===== src/rtl/cyctmr_pkg.sv =====
package cyctmr_pkg;
  // Strobes from the control module to the counter datapath
  typedef struct packed {
    logic load;    // take the period after enable rises
    logic dec;     // step down by one
    logic reload;  // expiry: take the period again
  } cnt_ctl_t;
endpackage


===== src/rtl/cyctmr_datapath.sv =====
module cyctmr_datapath
  import cyctmr_pkg::*;
#(
  parameter int CNT_W = 12
) (
  input  logic             clk,
  input  logic             rstN,
  input  cnt_ctl_t         ctl,
  input  logic [CNT_W-1:0] period,
  output logic [CNT_W-1:0] count,
  output logic             atOne,
  output logic             isZero
);

  always_ff @(posedge clk or negedge rstN) begin
    if (!rstN)
      count <= '0;
    else if (ctl.load || ctl.reload)
      count <= period;
    else if (ctl.dec)
      count <= count - CNT_W'(1);
  end

  assign atOne  = (count == CNT_W'(1));
  assign isZero = (count == '0);

  // an empty counter stays empty unless it is loaded
  a_r6_zero_holds: assert property (@(posedge clk) disable iff (!rstN)
    (count == '0 && !ctl.load) |=> (count == '0));

  // expiry happens only on the last step and takes the period
  a_r5_reload_at_one: assert property (@(posedge clk) disable iff (!rstN)
    ctl.reload |-> (count == CNT_W'(1)));
  a_r5_reload_value: assert property (@(posedge clk) disable iff (!rstN)
    ctl.reload |=> (count == $past(period)));

endmodule


===== src/rtl/cyctmr_control.sv =====
module cyctmr_control
  import cyctmr_pkg::*;
#(
  parameter int SEL_W     = 2,
  parameter int PULSE_CYC = 128
) (
  input  logic                    clk,
  input  logic                    rstN,
  input  logic [(1<<SEL_W)-1:0]   srcTicks,
  input  logic [SEL_W-1:0]        srcSel,
  input  logic                    timerEn,
  input  logic                    intEn,
  input  logic                    flagClr,
  input  logic                    atOne,
  input  logic                    isZero,
  output cnt_ctl_t                ctl,
  output logic                    timerFlag,
  output logic                    intN
);

  localparam int NUM_SRC = 1 << SEL_W;
  localparam int PW      = $clog2(PULSE_CYC + 1);

  logic               teQ;
  logic [NUM_SRC-1:0] selHit;
  logic               tick;
  logic [PW-1:0]      pulseCnt;

  // One gate per time base: pass the strobe only when it is the selected one
  for (genvar g = 0; g < NUM_SRC; g++) begin : g_src
    assign selHit[g] = srcTicks[g] && (srcSel == SEL_W'(g));
  end

  // Counting only after the load edge has been taken
  assign tick = timerEn && teQ && (|selHit);

  assign ctl.load   = timerEn && !teQ;
  assign ctl.reload = tick && atOne;
  assign ctl.dec    = tick && !atOne && !isZero;

  always_ff @(posedge clk or negedge rstN) begin
    if (!rstN) teQ <= 1'b0;
    else       teQ <= timerEn;
  end

  // Sticky event flag; a new event wins over a clear
  always_ff @(posedge clk or negedge rstN) begin
    if (!rstN)           timerFlag <= 1'b0;
    else if (ctl.reload) timerFlag <= 1'b1;
    else if (flagClr)    timerFlag <= 1'b0;
  end

  // Fixed-length interrupt pulse, independent of the flag
  always_ff @(posedge clk or negedge rstN) begin
    if (!rstN)                     pulseCnt <= '0;
    else if (!timerEn)             pulseCnt <= '0;
    else if (ctl.reload && intEn)  pulseCnt <= PW'(PULSE_CYC);
    else if (pulseCnt != '0)       pulseCnt <= pulseCnt - PW'(1);
  end

  assign intN = !(timerEn && (pulseCnt != '0));

  // no counter activity while disabled, and the line is released
  a_r9_idle_when_off: assert property (@(posedge clk) disable iff (!rstN)
    !timerEn |-> (!ctl.load && !ctl.dec && !ctl.reload && intN));

  // any count change comes from the selected strobe
  a_r3_selected_source: assert property (@(posedge clk) disable iff (!rstN)
    (ctl.dec || ctl.reload) |-> srcTicks[srcSel]);

  // an allowed event pulls the line low on the next cycle
  a_r7_pulse_starts: assert property (@(posedge clk) disable iff (!rstN)
    (ctl.reload && intEn && timerEn) |=> (!intN || !timerEn));

  // without permission an event does not pull the line low
  a_r8_no_pulse: assert property (@(posedge clk) disable iff (!rstN)
    (ctl.reload && !intEn && intN) |=> intN);

  // the flag changes only on an event or a clear
  a_r10_flag_sticky: assert property (@(posedge clk) disable iff (!rstN)
    (!ctl.reload && !flagClr) |=> $stable(timerFlag));

endmodule


===== src/rtl/cycle_timer.sv =====
module cycle_timer
  import cyctmr_pkg::*;
#(
  parameter int CNT_W     = 12,
  parameter int LO_W      = 8,
  parameter int SEL_W     = 2,
  parameter int PULSE_CYC = 128
) (
  input  logic                  clk,
  input  logic                  rstN,
  input  logic [(1<<SEL_W)-1:0] srcTicks,
  input  logic [SEL_W-1:0]      srcSel,
  input  logic [LO_W-1:0]       periodLo,
  input  logic [CNT_W-LO_W-1:0] periodHi,
  input  logic                  timerEn,
  input  logic                  intEn,
  input  logic                  flagClr,
  output logic [CNT_W-1:0]      count,
  output logic                  timerFlag,
  output logic                  intN
);

  cnt_ctl_t         ctl;
  logic             atOne;
  logic             isZero;
  logic [CNT_W-1:0] period;

  assign period = {periodHi, periodLo};

  cyctmr_control #(.SEL_W(SEL_W), .PULSE_CYC(PULSE_CYC)) u_ctrl (
    .clk(clk), .rstN(rstN), .srcTicks(srcTicks), .srcSel(srcSel),
    .timerEn(timerEn), .intEn(intEn), .flagClr(flagClr),
    .atOne(atOne), .isZero(isZero), .ctl(ctl),
    .timerFlag(timerFlag), .intN(intN)
  );

  cyctmr_datapath #(.CNT_W(CNT_W)) u_dp (
    .clk(clk), .rstN(rstN), .ctl(ctl), .period(period),
    .count(count), .atOne(atOne), .isZero(isZero)
  );

endmodule


===== config.mk =====
export PLATFORM = sky130hd
export DESIGN_NAME = cycle_timer
export DESIGN_NICKNAME = d
export VERILOG_FILES = /design/src/rtl/cyctmr_pkg.sv /design/src/rtl/cyctmr_datapath.sv /design/src/rtl/cyctmr_control.sv /design/src/rtl/cycle_timer.sv
export SDC_FILE = /design/constraint.sdc
export NUM_CORES = 1
export LEC_CHECK = 0
export BUFFER_PORTS_ARGS = -buffer_cell sky130_fd_sc_hd__buf_2
export CORE_MARGIN = 2
export CORE_UTILIZATION = 35
export CTS_CLUSTER_DIAMETER = 40
export DETAILED_ROUTE_END_ITERATION = 10
export SYNTH_ARGS = -nofsm -noshare
export SYNTH_HDL_FRONTEND = slang
export SYNTH_HIERARCHICAL = 1
export SYNTH_SLANG_ARGS = --single-unit

===== constraint.sdc =====
create_clock -name clk -period 3.3 [get_ports clk]
set_input_delay 0.66 -clock clk [delete_from_list [all_inputs] [get_ports clk]]
set_output_delay 0.66 -clock clk [all_outputs]
set_load 0.03 [all_outputs]

== Word-level counts from Yosys, hierarchy flattened ==
Index checks and enable logic that the tools add are counted.
Word-level totals
  logic and storage cells: 41
  bits in registers: 22
Cells by class
  reduce and logical (&&, ||, !) cells: 23
  equality and inequality tests: 5
  multiplexer cells: 7
  add/sub/neg operators: 2
Operator list (number)
  12-bit 2-to-1 mux: 2
  8-bit 2-to-1 mux: 3
  12-bit by 1-bit equality test with 1-bit output (second input constant): 1
  1-bit logical AND: 12
  12-bit zero test: 1
  12-bit by 1-bit subtractor with 12-bit output (second input constant): 1
  8-bit nonzero test: 1
  8-bit by 1-bit subtractor with 8-bit output (second input constant): 1
  2-bit equality test (second input constant): 2
  1-bit zero test: 4
  2-bit nonzero test: 2
  4-bit OR reduction: 1
  3-bit by 1-bit inequality test with 1-bit output (second input constant): 1
  2-bit by 1-bit equality test with 1-bit output (second input constant): 1
  2-bit zero test: 1
  1-bit 2-to-1 mux: 2
  1-bit logical OR: 1

== Depth between registers and ports, before layout ==
Gate-level depths: netlist of the first run.
  depth after elaboration: 8
  gate-level depth with buffers: 11

== Hierarchy ==
The synthesis of the first run kept the hierarchy.
By module, submodules not included
  cyctmr_datapath: area each 734.5 µm², times used 1, cells each 81
  cyctmr_control: area each 583.1 µm², times used 1, cells each 62

== Worst setup path before layout of the first run ==
Ideal clock, no wire load.
  path kind: reg-to-reg
  start point: register u_dp.count[4]
  end point: register u_dp.count[7]
  arrival time: 2917 ps
  setup time: 82 ps
  period minus slack after synthesis: 2999 ps
  slack: 301 ps
  data required time: 3218 ps
  stages on the path, launching flop included: 10
  cells stage by stage: dfrtp_1 or4_1 buf_2 or2_2 nor4b_1 nor4_1 or4b_1 clkbuf_1 or3_2 a31oi_1
RTL lines
  start: declaration: RTL line cyctmr_datapath.sv:10  | output logic [CNT_W-1:0] count,
  start signal: assignment: RTL line cyctmr_datapath.sv:19  | count <= period;
  start signal: assignment: RTL line cyctmr_datapath.sv:21  | count <= count - CNT_W'(1);

==> run_results.csv, run 1 <==
group,metric,value,unit
placed_design,gp_congestion,0.903,
global_routing,antenna_found_initial,0,
routing,wl_met3,158,µm
routing,drcViolationCount,0,
power,p_leak,0.000696,µW
clock_tree,cts_root_buffer,"clkbuf_8",
synth,synth_edf_count,0,
synth,synthTopCellsByArea,"dfrtp_1 (42%), o21ai_0 (4.9%), ha_1 (4.7%)",
sta,period_needed,2990,ps
global_routing,grt_max_degree,23,
outcome,status,"finished, final reports clean",
final_layout,fillCellCount,386,
worst_setup_path,rr_worst_depth,8,
worst_setup_path,cpPeakStageDelay,640,ps
synth,synth.cell_area,1320,µm²
placed_design,dp_hpwl,2.22,mm
synth,synth_top_cell_area_share,41.8,%
synth,yosys.area_share.simple,26.7,%
synth,ys_warn_count,6,
routing,highest_layer,"met3",
floorplanning,start_util,36.3,%
synth,synthArstFlopShare,100,%
sta,setup_viol,0,
synth,synth_compound_area_share,17.8,%
sta,slew_headroom,52.1,%
hold_path,worstHoldPathType,"input pin to async pin",
routing,wl_met2,1.31,mm
sta,clock-skew-final,4.87,ps
flow_run,cap_violations,0,
placed_design,port-buffer-count,36,
routing,wl_met1,1.55,mm
final_layout,fin_util,43.6,%
worst_setup_path,critPathLaunchType,"flip-flop",
clock_tree,cts_made_buffers,3,
synth,syn-mean-instance-area,9.21,µm²
synth,synth_mux_area_share,1.71,%
global_routing,grt.total_usage,14.6,%
final_layout,layout.nets,207,
final_layout,area_delta_synth_final,20.1,%
final_layout,num_antenna_cells,0,
clock_tree,path_clk_slew,80,ps
clock_tree,cts_max_level,1,
synth,yosysSeqAreaShare,41.8,%
routing,totalWireLength,3.02,mm
routing,routedWlPerCell,13.4,µm
worst_setup_path,required,3450,ps
clock_tree,cts_setup_buffers,0,
routing,postRouteAntennaNets,0,
floorplanning,pin_count,37,
synth,syn_inst,143,
routing,vias,1191,
floorplanning,fp.dieH,65.4,µm
worst_setup_path,crit_type,"flip-flop to flip-flop",
sta,fmax,335,MHz
worst_setup_path,crit_path_max_fanout,8,
worst_setup_path,rrSetupSlack,310,ps
synth,synth_cell_type_count,39,
clock_tree,post_cts_resized,0,
clock_tree,cts_max_path_buffers,2,
power,power_density,680,nW/µm²
floorplanning,core,3630,µm²
sta,tns,0,ps
final_layout,final_cell_mix,"buf_2 (36), dfrtp_1 (22), o21ai_0 (13)",
routing,viasPerCell,5.29,
routing,drt_first_pass_iters,5,
clock_tree,cts_tree,"done",
floorplanning,dieArea,4270,µm²
worst_setup_path,reg2reg_to,"u_dp/count[10]",
synth,synth_top_family_by_area,"simple AND/OR/NAND/NOR gates",
synth,yosysTopAreaCell,"dfrtp_1",
sta,finalMaxSlewViolations,0,
worst_setup_path,slowest_stage,"or4_1",
worst_setup_path,crit_arrival,3140,ps
sta,hold_viol_final,0,
global_routing,grt_pass1_wl,4.87,mm
synth,synth-seq-cells,22,
synth,synth_adder_area_share,4.75,%
clock_tree,cts_hold_repair.buffers,0,
final_layout,layout_commonest_cell,"buf_2",
power,ir_drop,0.235,mV
synth,syn_nets,171,
worst_setup_path,rr_startpoint,"u_dp/count[4]",
floorplanning,die_w,65.4,µm
clock_tree,clkSinkCount,22,
floorplanning,rows,22,
final_layout,drive_above_1_share,27.1,%
sta,rsz0062_at_grt,"no",
worst_setup_path,crit_chain,"or4_1 -> or2_2 -> nor4b_1 -> nor4_1 -> buf_4 -> nor4bb_1 -> and4_1 -> o31a_1",
sta,fin_crit_sh,90.6,%
synth,synthFlopType,"dfrtp_1",
sta,tightestPinTransition,709,ps
routing,drtIter0Drc,50,
synth,synth_xor_area_share,2.66,%
global_routing,first_global_vias,1064,
clock_tree,worstSkewPairLatency,260,ps
worst_setup_path,endpoint_kind,"flip-flop",
global_routing,overflow,0,
-- critical path: cells and delay by family (launching register included) --
family / cells / cell delay [ps]
AND/OR/NAND/NOR: 6 / 1990
AO/OA/AOI/OAI: 1 / 230
flip-flops: 1 / 460
buffers and inverters: 1 / 190
-- metrics by stage --
stage | power [µW] | hold slack [ps] | setup WS (ps) | instance area, µm² | instances
after floorplan | 789 | 364 | 301 | 1320 | 143
after global placement | 891 | 505 | 457 | 1540 | 222
after detailed placement | 915 | 520 | 354 | 1540 | 222
after CTS | 1080 | 377 | 336 | 1580 | 225
after global routing | 1160 | 392 | 153 | 1580 | 225
final | 1080 | 353 | 311 | 1580 | 225
-- per-layer routing --
| layer | track usage (%) | vias to the layer above |
|---|---|---|
| li1 | - | 602 |
| met1 | 20.8 | 557 |
| met2 | 22.2 | 32 |
| met3 | 2.74 | 0 |
| met4 | 4.95 | 0 |
| met5 | 0 | - |
-- worst max path at each step --
stage	start	endpoint	slack (ps)	depth (start not counted)
after detailed placement	u_dp/count[4]	u_dp/count[10]	350	8
after global placement	u_dp/count[4]	u_dp/count[10]	460	8
final	u_dp/count[4]	u_dp/count[10]	310	8
after floorplan	u_dp/count[4]	u_dp/count[7]	300	9
after CTS	u_dp/count[4]	u_dp/count[10]	340	8
after global routing	u_dp/count[4]	u_dp/count[10]	150	8
-- power breakdown --
group	total, µW	internal [µW]	switching (µW)
sequential	429	339	90.0
combinational	481	201	279
clock	167	81.4	85.3
total	1080	622	455
-- final cells by class --
cell class	instances	area, µm²	area share (%)
Timing Repair Buffer	37	188	11.9
Clock buffer	3	41.3	2.61
Tap cell	48	60.1	3.79
Inverter	10	37.5	2.37
Sequential cell	22	551	34.8
Multi-Input combinational cell	105	706	44.6
-- flip-flops by register name, indices dropped and copies added, names as in the netlist --
name              count
u_ctrl/pulseCnt       8
u_ctrl/teQ            1
u_ctrl/timerFlag      1
u_dp/count           12
-- synthesized netlist by cell type (2+ instances only) --
master	n
a21oi_1	7
dfrtp_1	22
or4b_1	2
o31ai_1	6
clkbuf_1	5
ha_1	5
nand2_1	11
xnor2_1	2
inv_1	10
nor3_1	7
o21a_1	2
a31oi_1	5
nor4b_1	3
xor2_1	2
nor2_1	7
nor2b_1	3
or4_1	8
or2_2	3
o21ai_0	13
-- kinds of logic after synthesis --
kind of cell             count (synthesis)
multiplexers                             1
XOR/XNOR                                 4
buffers and inverters                   16
AO/OA/AOI/OAI                           38
AND/OR/NAND/NOR                         57
adder cells (fa/ha/maj)                  5
flip-flops                              22
Power figures use the tool's default switching activity.
==> run 2: changes to the inputs <==
--- a/config.mk
+++ b/config.mk
@@ -5,9 +5,11 @@
 export SDC_FILE = /design/constraint.sdc
 export NUM_CORES = 1
 export LEC_CHECK = 0
+export ABC_AREA = 1
 export BUFFER_PORTS_ARGS = -buffer_cell sky130_fd_sc_hd__buf_2
-export CORE_MARGIN = 2
+export CORE_MARGIN = 5
 export CORE_UTILIZATION = 35
+export CTS_BUF_LIST = sky130_fd_sc_hd__clkbuf_16
 export CTS_CLUSTER_DIAMETER = 40
 export DETAILED_ROUTE_END_ITERATION = 10
 export SYNTH_ARGS = -nofsm -noshare
==> run 2 against run 1 <==
  * Critical path type unchanged
  * Core utilization down 0.50 points
  * Power grew 24%
  * Worst setup slack improved by 590 ps
==> run_results.csv, run 2 <==
group,metric,value,unit
flow_run,cap_violations,0,
sta,hold_viol_final,0,
routing,drt_first_pass_iters,4,
synth,ys_warn_count,6,
sta,holdWs,368,ps
global_routing,grt_pass1_wl,6.16,mm
global_routing,met1_usage,16.3,%
final_layout,top_register,"u_dp/count",
clock_tree,post_cts_resized,0,
worst_setup_path,crit_type,"flip-flop to flip-flop",
clock_tree,path_clk_slew,60,ps
synth,synth.cell_area,1530,µm²
routing,vias,1424,
synth,yosysSeqAreaShare,36.1,%
power,p_leak,0.00100,µW
synth,synthFlopType,"dfrtp_1",
power,power,1330,µW
final_layout,area_delta_synth_final,21.2,%
final_layout,top_regs,"u_dp/count (12), u_ctrl/pulseCnt (8)",
synth,yosysMostFrequentCell,"nand2_1",
clock_tree,cts_tree,"done",
placed_design,gp_congestion,0.827,
sta,fin_crit_sh,72.8,%
clock_tree,cts_root_buffer,"clkbuf_16",
floorplanning,start_util,35.5,%
placed_design,dp_hpwl,2.82,mm
routing,routedWlPerCell,11.7,µm
floorplanning,rows,24,
outcome,status,"finished, final reports clean",
worst_setup_path,critPathTopFamily,"simple AND/OR/NAND/NOR gates",
worst_setup_path,crit_chain,"nor2_1 -> nand2_2 -> inv_1 -> nand3_1 -> nor3b_1 -> nor3_1 -> inv_2 -> nand2_2 -> inv_2 -> nand2_1 -> o311ai_2",
floorplanning,fp.dieH,76.0,µm
worst_setup_path,endpoint_kind,"flip-flop",
synth,syn_nets,242,
worst_setup_path,cpPeakStageDelay,790,ps
global_routing,grt.total_usage,12.5,%
global_routing,antenna_found_initial,0,
worst_setup_path,crit_path_max_fanout,9,
power,ir_drop,0.406,mV
clock_tree,cts_hold_repair.buffers,0,
sta,rsz0062_at_grt,"no",
clock_tree,worstSkewPairLatency,250,ps
synth,synth-seq-cells,22,
clock_tree,cts_max_level,1,
clock_tree,clkSinkCount,22,
synth,synth_common_cells,"nand2_1 (51), inv_1 (36), nor2_1 (26), nand3_1 (23), dfrtp_1 (22)",
synth,synth_cell_type_count,27,
floorplanning,dieArea,5780,µm²
worst_setup_path,crit_arrival,2530,ps
synth,synth_top_cell_area_share,36.1,%
final_layout,drive_above_1_share,23.9,%
worst_setup_path,rr_startpoint,"u_dp/count[3]",
routing,drcViolationCount,0,
sta,tns,0,ps
synth,yosysTopAreaCell,"dfrtp_1",
worst_setup_path,startpoint,"u_dp/count[3]",
final_layout,layout.nets,280,
global_routing,met2_usage,21.5,%
synth,synthArstFlopShare,100,%
synth,synthTopCellsByArea,"dfrtp_1 (36%), nand2_1 (13%), inv_1 (8.9%)",
sta,tightestPinTransition,943,ps
placed_design,port-buffer-count,36,
global_routing,first_global_vias,1357,
final_layout,layout_commonest_cell,"nand2_1",
floorplanning,core,4290,µm²
final_layout,fin_util,43.1,%
routing,totalWireLength,3.54,mm
routing,drtIter0Drc,41,
clock_tree,cts_made_buffers,3,
floorplanning,die_w,76.0,µm
hold_path,worstHoldPathType,"input pin to async pin",
power,power_density,722,nW/µm²
synth,synth_edf_count,0,
sta,fmax,416,MHz
global_routing,grt.busiest_layer,"met2",
sta,slew_headroom,36.7,%
synth,syn-mean-instance-area,7.13,µm²
routing,postRouteAntennaNets,0,
global_routing,met3_usage,2.60,%
global_routing,overflow,0,
worst_setup_path,path_buf_inv,3,
sta,period_needed,2400,ps
final_layout,fillCellCount,481,
worst_setup_path,critPathLaunchType,"flip-flop",
floorplanning,pin_count,37,
clock_tree,cts_setup_buffers,0,
sta,clock-skew-final,2.31,ps
routing,viasPerCell,4.70,
final_layout,num_antenna_cells,0,
sta,finalMaxSlewViolations,0,
global_routing,grt_max_degree,23,
clock_tree,cts_max_path_buffers,2,
final_layout,final_cell_mix,"nand2_1 (51), buf_2 (36), inv_1 (36)",
sta,setup_viol,0,
final_layout,largest_reg_flops,12,
worst_setup_path,required,3430,ps
worst_setup_path,slowest_stage,"nor3_1",
synth,syn_inst,214,
==> run 2: changes by cell type after synthesis, sizes merged, moves of 4 or more <==
cell,before,now
a21oi,7,1
a31oi,5,1
clkbuf,5,0
inv,10,39
nand2,11,55
nand3,1,23
nand4,1,7
nor2,7,33
o31ai,6,0
or4,10,0
==> run 2: area by class of cell <==
| type | count | area [µm²] | area share [%] |
|---|---|---|---|
| Clock buffer | 3 | 75.1 | 4.06 |
| Multi-Input combinational cell | 150 | 802 | 43.4 |
| Clock inverter | 1 | 30.0 | 1.62 |
| Timing Repair Buffer | 36 | 180 | 9.74 |
| Sequential cell | 22 | 551 | 29.8 |
| Tap cell | 52 | 65.1 | 3.52 |
| Inverter | 39 | 146 | 7.92 |
==> run 2: through the flow <==
step	setup slack, ps	std cells	area [µm²]
finish	898	303	1850
global route	581	303	1850
detailed placement	743	299	1740
CTS	874	303	1850
global placement	738	299	1740
floorplan	1200	214	1530
==> run 2: path summary, 6_finish.rpt <==
check | to | slack, ps | depth (start not counted)
max | u_dp/count[1] | 900 | 11
min | u_dp/count[11] | 370 | 1
max reg2reg | u_dp/count[1] | 900 | 11
min reg2reg | u_dp/count[9] | 510 | 2
max in group asynchronous | u_ctrl/pulseCnt[7] | 2590 | 1
min in group clk | u_dp/count[9] | 510 | 2
==> run 2: kinds of logic after synthesis <==
kind of cell | after synthesis | share of synthesized area [%]
xor gates and xnor gates | 3 | 1.72
adders and majority gates | 5 | 4.10
AOI/OAI and AO/OA | 17 | 7.38
buffers and inverters | 42 | 11.3
and+or+nand+nor | 125 | 39.4
DFF | 22 | 36.1
==> run 2: metal layers <==
metal	part of all wire, %	vias to the layer above
met5	0	-
li1	-	750
met3	3.4	2
met2	50	25
met4	0.54	0
met1	46	647
==> run 2: power by group <==
group / leakage (µW) / switching [µW] / internal [µW]
Combinational: 0.000673 / 383 / 203
Sequential: 0.000277 / 64.4 / 343
Clock: 0.0000511 / 100 / 241
==> run 2: worst reg2reg max path: cells and delay by family, from the launching register on <==
| family | cells | cell delay [ps] |
|---|---|---|
| flip-flops | 1 | 430 |
| buffers and inverters | 3 | 320 |
| AO/OA/AOI/OAI | 1 | 100 |
| AND/OR/NAND/NOR | 7 | 1430 |
==> run 3: changes to the inputs <==
==> constraint.sdc (replaced) <==
create_clock -name clk -period 2.3 [get_ports clk]
set_input_delay 0.46 -clock clk [delete_from_list [all_inputs] [get_ports clk]]
set_output_delay 0.46 -clock clk [all_outputs]
set_load 0.03 [all_outputs]
==> run 3 against run 2 <==
  * Sequential share of layout area shrank 0.30 points
  * Cell area grew 1.0%
  * Flip-flop and latch count is the same
  * Core utilization grew 0.44 points
  * Clock skew shrank 0.64 ps
  * Worst setup slack lost 660 ps
==> run_results.csv, run 3 (synthesis gave the netlist of run 2 again) <==
group,metric,value,unit
outcome,status,"finished, final reports clean",
final_layout,top_regs,"u_dp/count (12), u_ctrl/pulseCnt (8)",
worst_setup_path,crit_arrival,1610,ps
routing,drt_first_pass_iters,4,
routing,drtIter0Drc,53,
hold_path,worstHoldPathType,"input pin to async pin",
sta,rsz0062_at_grt,"no",
global_routing,first_global_vias,1396,
clock_tree,cts_root_buffer,"clkbuf_16",
sta,fmax,484,MHz
routing,routedWlPerCell,11.6,µm
final_layout,drive_above_1_share,25.4,%
floorplanning,core,4290,µm²
worst_setup_path,required,1840,ps
placed_design,gp_congestion,0.795,
global_routing,overflow,0,
clock_tree,cts_max_level,1,
floorplanning,die_w,76.0,µm
sta,fin_crit_sh,89.8,%
final_layout,stdcell_area,1870,µm²
worst_setup_path,crit_type,"flip-flop to output port",
worst_setup_path,crit_chain,"inv_1 -> ha_1 -> nand3_1 -> nor2_4 -> nor2_2 -> inv_1 -> buf_2",
routing,drcViolationCount,0,
clock_tree,cts_max_path_buffers,2,
sta,finalMaxSlewViolations,0,
floorplanning,rows,24,
floorplanning,fp.dieH,76.0,µm
sta,hold_viol_final,0,
routing,totalWireLength,3.57,mm
worst_setup_path,crit_path_max_fanout,6,
global_routing,met1_usage,15.5,%
power,power_density,967,nW/µm²
floorplanning,dieArea,5780,µm²
final_layout,layout_commonest_cell,"nand2_1",
global_routing,met2_usage,21.7,%
clock_tree,worstSkewPairLatency,260,ps
placed_design,placed_cell_area,1760,µm²
sta,slew_headroom,65.7,%
global_routing,met3_usage,2.48,%
placed_design,dp_hpwl,2.73,mm
final_layout,area_delta_synth_final,22.5,%
placed_design,port-buffer-count,36,
final_layout,top_register,"u_dp/count",
clock_tree,cts_tree,"done",
global_routing,grt.busiest_layer,"met2",
worst_setup_path,slowest_stage,"dfrtp_1",
final_layout,largest_reg_flops,12,
flow_run,cap_violations,0,
routing,postRouteAntennaNets,0,
floorplanning,pin_count,37,
floorplanning,start_util,35.5,%
final_layout,layout.nets,285,
clock_tree,cts_made_buffers,3,
global_routing,grt.total_usage,12.6,%
global_routing,grt_max_degree,23,
routing,vias,1421,
global_routing,antenna_found_initial,0,
routing,viasPerCell,4.61,
sta,clock-skew-final,1.66,ps
global_routing,grt_pass1_wl,6.12,mm
worst_setup_path,worst_path_most_repeated_cell,"inv_1",
power,ir_drop,0.341,mV
sta,tightestPinTransition,514,ps
clock_tree,path_clk_slew,60,ps
final_layout,final_cell_mix,"nand2_1 (51), buf_2 (36), inv_1 (36)",
final_layout,num_antenna_cells,0,
worst_setup_path,critPathLaunchType,"flip-flop",
clock_tree,cts_hold_repair.buffers,0,
power,p_leak,0.00101,µW
sta,tns,0,ps
clock_tree,clkSinkCount,22,
worst_setup_path,rr_worst_depth,12,
worst_setup_path,cpPeakStageDelay,380,ps
sta,setup_viol,0,
sta,period_needed,2070,ps
worst_setup_path,endpoint_kind,"output port",
## run 3: cell types whose count changed in the layout (fill, tap and decap cells not counted), sizes merged
cell | before | now
bufinv | 1 | 0
buf | 36 | 41
clkinv | 0 | 1
## run 3: what timing repair did
| item | 4_1_cts | 5_1_grt |
|---|---|---|
| buffers inserted | 0 | 3 |
| gates resized for setup | 0 | 2 |
| setup endpoints to repair | 0 | 10 |
## run 3: layout make-up
type | instances | area (µm²)
Inverter | 39 | 149
Fill cell | 453 | 2430
Clock inverter | 1 | 3.75
Sequential cell | 22 | 551
Timing Repair Buffer | 41 | 218
Multi-Input combinational cell | 150 | 807
Clock buffer | 3 | 75.1
Tap cell | 52 | 65.1
## run 3: layer usage
metal  vias to the layer above  part of all wire, %
met3                         4                  4.2
met5                         -                    0
met1                       634                   46
met4                         0                  1.1
met2                        24                   49
li1                        759                    -
## run 3: final timing paths
check / startpoint / to / slack [ps]
max: u_ctrl/pulseCnt[0] / intN / 230
min: rstN / u_dp/count[9] / 170
max reg2reg: u_dp/count[3] / u_dp/count[1] / 310
min reg2reg: u_dp/count[9] / u_dp/count[9] / 500
max in group asynchronous: rstN / u_ctrl/pulseCnt[5] / 1780
min in group clk: timerEn / u_ctrl/teQ / 390
## run 3: report_power, final
part           switching, µW  internal (µW)  total (µW)
sequential              88.2            492         581
combinational            552            298         850
clock                    144            232         377
## run 3: critical path, delay by kind of cell (launching register included)
kind,cells,cell delay (ps)
adders and majority gates,1,180
buffers and inverters,3,390
DFF,1,380
and+or+nand+nor,3,410
## run 3: stage by stage
step / hold slack [ps] / setup WS, ps / total power [µW] / utilization (%) / cells
final: 172 / 235 / 1810 / 43.5 / 308
after floorplan: 164 / 195 / 1240 / - / 214
after global routing: 226 / 95.0 / 1960 / 43.5 / 308
after detailed placement: 477 / 165 / 1440 / 41.0 / 301
after global placement: 469 / 205 / 1430 / 41.0 / 301
after CTS: 195 / 106 / 1830 / 42.8 / 305
